`src/rtl/regbus_responder.sv`:
```
module regbus_responder #(
  parameter int ADDR_W   = 4,
  parameter int DATA_W   = 16,
  parameter int NUM_REGS = 12,
  parameter int RD_LAT   = 1
) (
  input  logic              clk,
  input  logic              rst,
  input  logic              req,
  input  logic              req_wr,
  input  logic [ADDR_W-1:0] req_addr,
  input  logic [DATA_W-1:0] req_wdata,
  output logic              rd_ack,
  output logic              rd_err,
  output logic [DATA_W-1:0] rd_data,
  output logic              wr_ack,
  output logic              wr_err,
  output logic              wr_stall
);

  localparam int IDX_W = (NUM_REGS > 1) ? $clog2(NUM_REGS) : 1;
  localparam logic [ADDR_W:0] LIMIT = NUM_REGS[ADDR_W:0];
  localparam int CW = $clog2(RD_LAT + 1) + 1;

  logic [DATA_W-1:0] regs [NUM_REGS];
  logic [RD_LAT-1:0] pv, pe;
  logic [DATA_W-1:0] pd [RD_LAT];

  logic hit, rd_go, wr_go;
  logic [IDX_W-1:0] idx;
  logic [DATA_W-1:0] rd_val;

  assign hit    = {1'b0, req_addr} < LIMIT;
  assign idx    = req_addr[IDX_W-1:0];
  assign rd_val = hit ? regs[idx] : '0;

  assign wr_stall = |pv;
  assign rd_go    = req & ~req_wr;
  assign wr_go    = req & req_wr & ~wr_stall;

  assign wr_ack  = wr_go;
  assign wr_err  = wr_go & ~hit;
  assign rd_ack  = pv[RD_LAT-1];
  assign rd_err  = pe[RD_LAT-1];
  assign rd_data = pd[RD_LAT-1];

  always_ff @(posedge clk) begin
    if (rst) begin
      for (int i = 0; i < NUM_REGS; i++) regs[i] <= '0;
    end else if (wr_go && hit) begin
      regs[idx] <= req_wdata;
    end
  end

  always_ff @(posedge clk) begin
    if (rst) begin
      pv <= '0;
      pe <= '0;
      for (int i = 0; i < RD_LAT; i++) pd[i] <= '0;
    end else begin
      pv[0] <= rd_go;
      pe[0] <= rd_go & ~hit;
      pd[0] <= rd_go ? rd_val : '0;
      for (int i = 1; i < RD_LAT; i++) begin
        pv[i] <= pv[i-1];
        pe[i] <= pe[i-1];
        pd[i] <= pd[i-1];
      end
    end
  end

  logic [CW-1:0] inflight;
  always_ff @(posedge clk) begin
    if (rst) inflight <= '0;
    else begin
      case ({rd_go, rd_ack})
        2'b10:   inflight <= inflight + CW'(1);
        2'b01:   inflight <= inflight - CW'(1);
        default: inflight <= inflight;
      endcase
    end
  end

  a_r3_ack_has_request: assert property (@(posedge clk) disable iff (rst)
    rd_ack |-> (inflight != '0));
  a_r4_inflight_bound: assert property (@(posedge clk) disable iff (rst)
    inflight <= CW'(RD_LAT));
  a_r5_stall_while_pending: assert property (@(posedge clk) disable iff (rst)
    (inflight != '0) |-> wr_stall);
  a_r5_stall_drop_after_ack: assert property (@(posedge clk) disable iff (rst)
    $fell(wr_stall) |-> $past(rd_ack));
  a_r2_wr_ack_needs_write: assert property (@(posedge clk) disable iff (rst)
    wr_ack |-> (req && req_wr));
  a_r9_rd_idle_quiet: assert property (@(posedge clk) disable iff (rst)
    !rd_ack |-> (rd_data == '0 && !rd_err));
  a_r9_wr_err_with_ack: assert property (@(posedge clk) disable iff (rst)
    !wr_ack |-> !wr_err);

endmodule

```
`config.mk`:
```
export PLATFORM = sky130hd
export DESIGN_NAME = regbus_responder
export DESIGN_NICKNAME = d
export VERILOG_FILES = /design/src/rtl/regbus_responder.sv
export SDC_FILE = /design/constraint.sdc
export NUM_CORES = 1
export LEC_CHECK = 0
export ABC_CLOCK_PERIOD_IN_PS = 3650
export CAP_MARGIN = 20
export CORE_ASPECT_RATIO = 0.75
export CORE_MARGIN = 2
export CORE_UTILIZATION = 41
export CTS_BUF_LIST = sky130_fd_sc_hd__clkbuf_4
export CTS_CLUSTER_DIAMETER = 200
export DETAILED_ROUTE_END_ITERATION = 8
export DONT_BUFFER_PORTS = 1
export PLACE_DENSITY_LB_ADDON = 0.15
export SLEW_MARGIN = 20
export SYNTH_ARGS = -nofsm -noshare
export SYNTH_HDL_FRONTEND = slang
export SYNTH_SLANG_ARGS = --single-unit
```
`constraint.sdc`:
```
create_clock -name clk -period 3.65 [get_ports clk]
set_input_delay 0.1825 -clock clk [delete_from_list [all_inputs] [get_ports clk]]
set_output_delay 0.1825 -clock clk [all_outputs]
set_load 0.01 [all_outputs]
```
Word-level counts from Yosys, hierarchy flattened --
Memories as Yosys holds them, arrays and structs flattened. Index checks and enable logic that the tools add are counted. W data, S select, Z words.
Operators by class: reductions and logical operators 3, order comparisons 1, muxes and demuxes 13, bitwise logic cells 8
Operators by type and width (number):
- $mux W16 | 4
- $reduce_or A16 Y1 | 2
- $mux W1 | 8
- $and A1 B1 Y1 | 5
- $lt A4 B4 Y1 const B | 1
- $mux W4 | 1
- $not A1 Y1 | 3
- $logic_and A1 B1 Y1 | 1
Storage, ports and cells: RAM bits 208, logic and storage cells 29, register bits after elaboration 2, output and inout port bits 21, bits of input ports 24, memories kept 2
Memory list:
- regs | depth 12, width 16, rd ports 1, clocked after Yosys merged registers in 0, write ports 12, line 25 | logic [DATA_W-1:0] regs [NUM_REGS];
- pd | depth 1, width 16, rd ports 1, clocked after Yosys merged registers in 0, write ports 1, line 27 | logic [DATA_W-1:0] pd [RD_LAT];

Depth between registers and ports, before layout --
depth in word-level cells 8, gate-level depth with buffers 7, gate-level depth less buffers 3

Least setup slack after synthesis --
Ideal clock, no wire load.
kind register to register, start register pv, in the netlist rd_ack, end memory regs[11][0] (enable), path slack 1.424 ns, period minus slack after synthesis 2.226 ns, library setup time 0.392 ns, stages on the path, launching flop included 5, data arrival time 1.834 ns, required time 3.258 ns, buffers on the path 1, cell sequence dfxtp_1 and4bb_1 buf_2 nand4_2 o21bai_1
RTL lines:
- start, declared | line 26 | logic [RD_LAT-1:0] pv, pe;
- start signal, assigned by index | line 65 | pv[i] <= pv[i-1];
- end, declared | line 25

==> impl_metrics.csv <==
group,metric,value,unit
status,status,"complete, no violations",
timing,min_period,2.73,ns
cts,cts_buffer_depth,3,
power_and_ir_drop,power_frac_clock,0.390,
logic_synthesis,synthArstFlopShare,0,
cells_and_area,syn2layout_area_growth,12.1,%
routing,via_count,5419,
cts,cts.sinks,210,
global_route,grt_pass1_wl,35.3,mm
power_and_ir_drop,p_leak,0.00376,uW
power_and_ir_drop,intPower,3790,uW
timing,tns,0,ns
logic_synthesis,synth_edf_count,192,
timing,fmax,366,MHz
timing,finClkSkew,0.0270,ns
worst_setup_path,criticalPathCategory,"flip-flop to flip-flop",
power_and_ir_drop,switchingPower,1150,uW
logic_synthesis,synth.yosys.seq_area_share,0.662,
routing,drt_iter0_markers,473,
power_and_ir_drop,power.density,476,mW/mm^2
logic_synthesis,synthMuxAreaShare,0.135,
cells_and_area,drive_above_1_share,0.216,
floorplan,initial_core_util,0.418,
logic_synthesis,synth_nets,639,
timing,finalSetupViolCount,0,
placed_design,io_buffers,0,
worst_setup_path,critPathMaxFanout,34,
cts,cts_resized,0,
worst_setup_path,max_stage_delay,0.71,ns
cts,cts_made_buffers,50,
floorplan,dieArea,0.0238,sq mm
routing,wirelength,24.1,mm
logic_synthesis,synthDistinctLibCells,37,
job,drv_cap,0,
power_and_ir_drop,ir_drop,256,uV
floorplan,io_pins,45,
timing,rsz0062_at_grt,"false",
cts,clk_pin_slew,0.07,ns
timing,min_period_over_period,0.749,
routing,top_layer,"met5",
timing,slew_headroom,0.401,
power_and_ir_drop,p_comb_frac,0.063,
cts,clk_latency,0.66,ns
cells_and_area,multi_input_comb_area,0.00284,sq mm
routing,drc_errors,0,
global_route,grt_pass1_vias,5420,
worst_setup_path,critPathBufInv,1,
global_route,overflow,0,
worst_setup_path,crit_path_end_kind,"flip-flop",
min_path,hold_depth,3,
worst_setup_path,cp_data_arrival_time,3.06,ns
timing,slew_violations,0,
power_and_ir_drop,switching_share,0.233,
cts,cts_tree,"yes",
placed_design,place_congestion,0.767,
worst_setup_path,path_cells,"and4bb_1 > nand3b_2 > o21bai_1 > buf_4",
cells_and_area,final_area,0.0104,sq mm
logic_synthesis,synth-compound-area-share,0.0165,
global_route,antenna_found_initial,3,
placed_design,placed_cells,883,
worst_setup_path,reg2reg_depth,4,
logic_synthesis,synth-xor-area-share,0,
timing,worst_pin_slew,0.894,ns
routing,via_per_inst,5.42,
routing,dr.pass1.iters,5,
logic_synthesis,synth-main-ff-cell,"edfxtp_1",
logic_synthesis,ys.warnings.count,0,
floorplan,core-area,0.0221,sq mm
min_path,hp-class,"primary input to flip-flop",
worst_setup_path,critPathTopFamily,"simple AND/OR/NAND/NOR gates",
routing,wl_met2,10.2,mm
cells_and_area,regArea,0.00613,sq mm
worst_setup_path,worstSetupStartpointType,"flip-flop",
timing,hold_viol,0,
routing,wl_per_cell,24.1,microns
worst_setup_path,slowest_stage,"nand3b_2",
cts,root_buffer,"clkbuf_4",
logic_synthesis,synth_simple_gate_area_frac,0.155,
floorplan,die_x,177,microns
placed_design,dpl_cell_area,0.00945,sq mm
logic_synthesis,synth-seq-cells,210,
cts,htree_levels,2,
routing,route.antenna.remaining_nets,0,
cells_and_area,fin_cells,1000,
floorplan,row_count,47,
logic_synthesis,synth_fa_ha_area_frac,0,
placed_design,dp_hpwl,14.8,mm
logic_synthesis,syn_area,0.00925,sq mm
logic_synthesis,synthCells,615,
worst_setup_path,cp.depth,4,
cells_and_area,nets,691,
cells_and_area,fillers,2036,
power_and_ir_drop,seq_power_share,0.547,
floorplan,die_y,134,microns
worst_setup_path,required,3.97,ns
routing,wl_met3,2.18,mm
global_route,grt_util_all_layers,0.209,
logic_synthesis,synth_top_family_by_area,"simple AND/OR/NAND/NOR gates",
routing,wl_met1,11.4,mm
global_route,grt_max_degree,35,
logic_synthesis,avgSynthCellArea,15.0,sq um
-- worst paths after layout --
check	startpoint	end	slack, ns
max reg2reg	rd_ack$_SDFF_PP0_	regs[9][5]$_SDFFCE_PN0P_	0.92
max	rd_ack$_SDFF_PP0_	regs[9][5]$_SDFFCE_PN0P_	0.92
min	req_addr[1]	pd[0][11]$_SDFF_PP0_	0.02
min reg2reg	regs[8][14]$_SDFFCE_PN0P_	pd[0][14]$_SDFF_PP0_	0.69
-- flip-flops by register name (all words and copies together), names as in the netlist --
name,flops
rd_err,1
regs,192
rd_ack,1
pd,16
-- Yosys cell counts (7+ instances only) --
cell type  instances  share of area
and2_1            80          0.054
buf_2             17         0.0092
buf_4              7         0.0057
buf_6              8         0.0097
dfxtp_1           18          0.039
edfxtp_1         192           0.62
mux2i_1           15          0.016
mux4_1            10          0.028
mux4_2            37          0.090
nand2_1           35          0.014
nand3_1           16         0.0087
nor2_1           115          0.047
o21ai_0            7         0.0038
o21ai_1            8         0.0043
o21bai_1           7         0.0057
-- tightest hold or removal path, stage by stage --
cell	delay, ns
mux4_2	0.18
mux2i_1	0.13
o21ai_1	0.13
-- cell usage in the layout, fill, tap and decap left out, drive strengths merged, types with 2 or more instances in the layout --
master,n
or2,6
nor3,4
mux2i,15
dlygate4sd3,24
nor2,115
mux4,47
nor2b,6
nand3,17
diode,2
nand2b,5
o21ai,15
buf,17
dfxtp,18
nand2,35
o21bai,7
nand3b,2
and2,80
clkbuf,73
clkinv,15
edfxtp,192
-- power groups by stage --
stage,sequential (uW),combinational [uW],clock (uW)
6_report,2700,310,1930
2_1_floorplan,2740,201,0
3_5_place_dp,2760,238,0
5_1_grt,2710,329,2110
4_1_cts,2700,310,1970
3_3_place_gp,2750,236,0
-- repair_timing --
action                    4_1_cts  5_1_grt
hold buffers                   25        1
hold endpoints to repair      262        1
setup buffers                   0        0
-- metal layers --
| layer | vias to the layer above | GRT usage |
|---|---|---|
| met4 | 2 | 0.0515 |
| met5 | - | 0 |
| met1 | 2754 | 0.319 |
| met3 | 33 | 0.0635 |
| met2 | 220 | 0.291 |
| li1 | 2410 | - |
-- cells by family after synthesis --
family	Yosys count
AOI/OAI and AO/OA	25
buffers and inverters	42
DFF	210
muxes	62
and+or+nand+nor	276
-- per-stage QoR --
step                      hold slack (ns)  utilization  worst slack (ns)  total power, uW
after global placement              0.378        0.427              1.03             2990
after detailed placement            0.380        0.427             0.984             2990
after global routing              0.00642        0.469             0.758             5140
after floorplan                     0.381            -              1.42             2950
after CTS                         0.00222        0.468             0.968             4990
final                              0.0241        0.469             0.917             4940
-- layout make-up --
class | instances | share of cell area
Timing Repair Buffer | 41 | 0.0379
Sequential cell | 210 | 0.590
Antenna cell | 2 | 0.000482
Clock inverter | 16 | 0.00892
Clock buffer | 73 | 0.0528
Multi-Input combinational cell | 363 | 0.274
Tap cell | 294 | 0.0355
Inverter | 1 | 0.000362
Power figures use the tool's default switching activity.
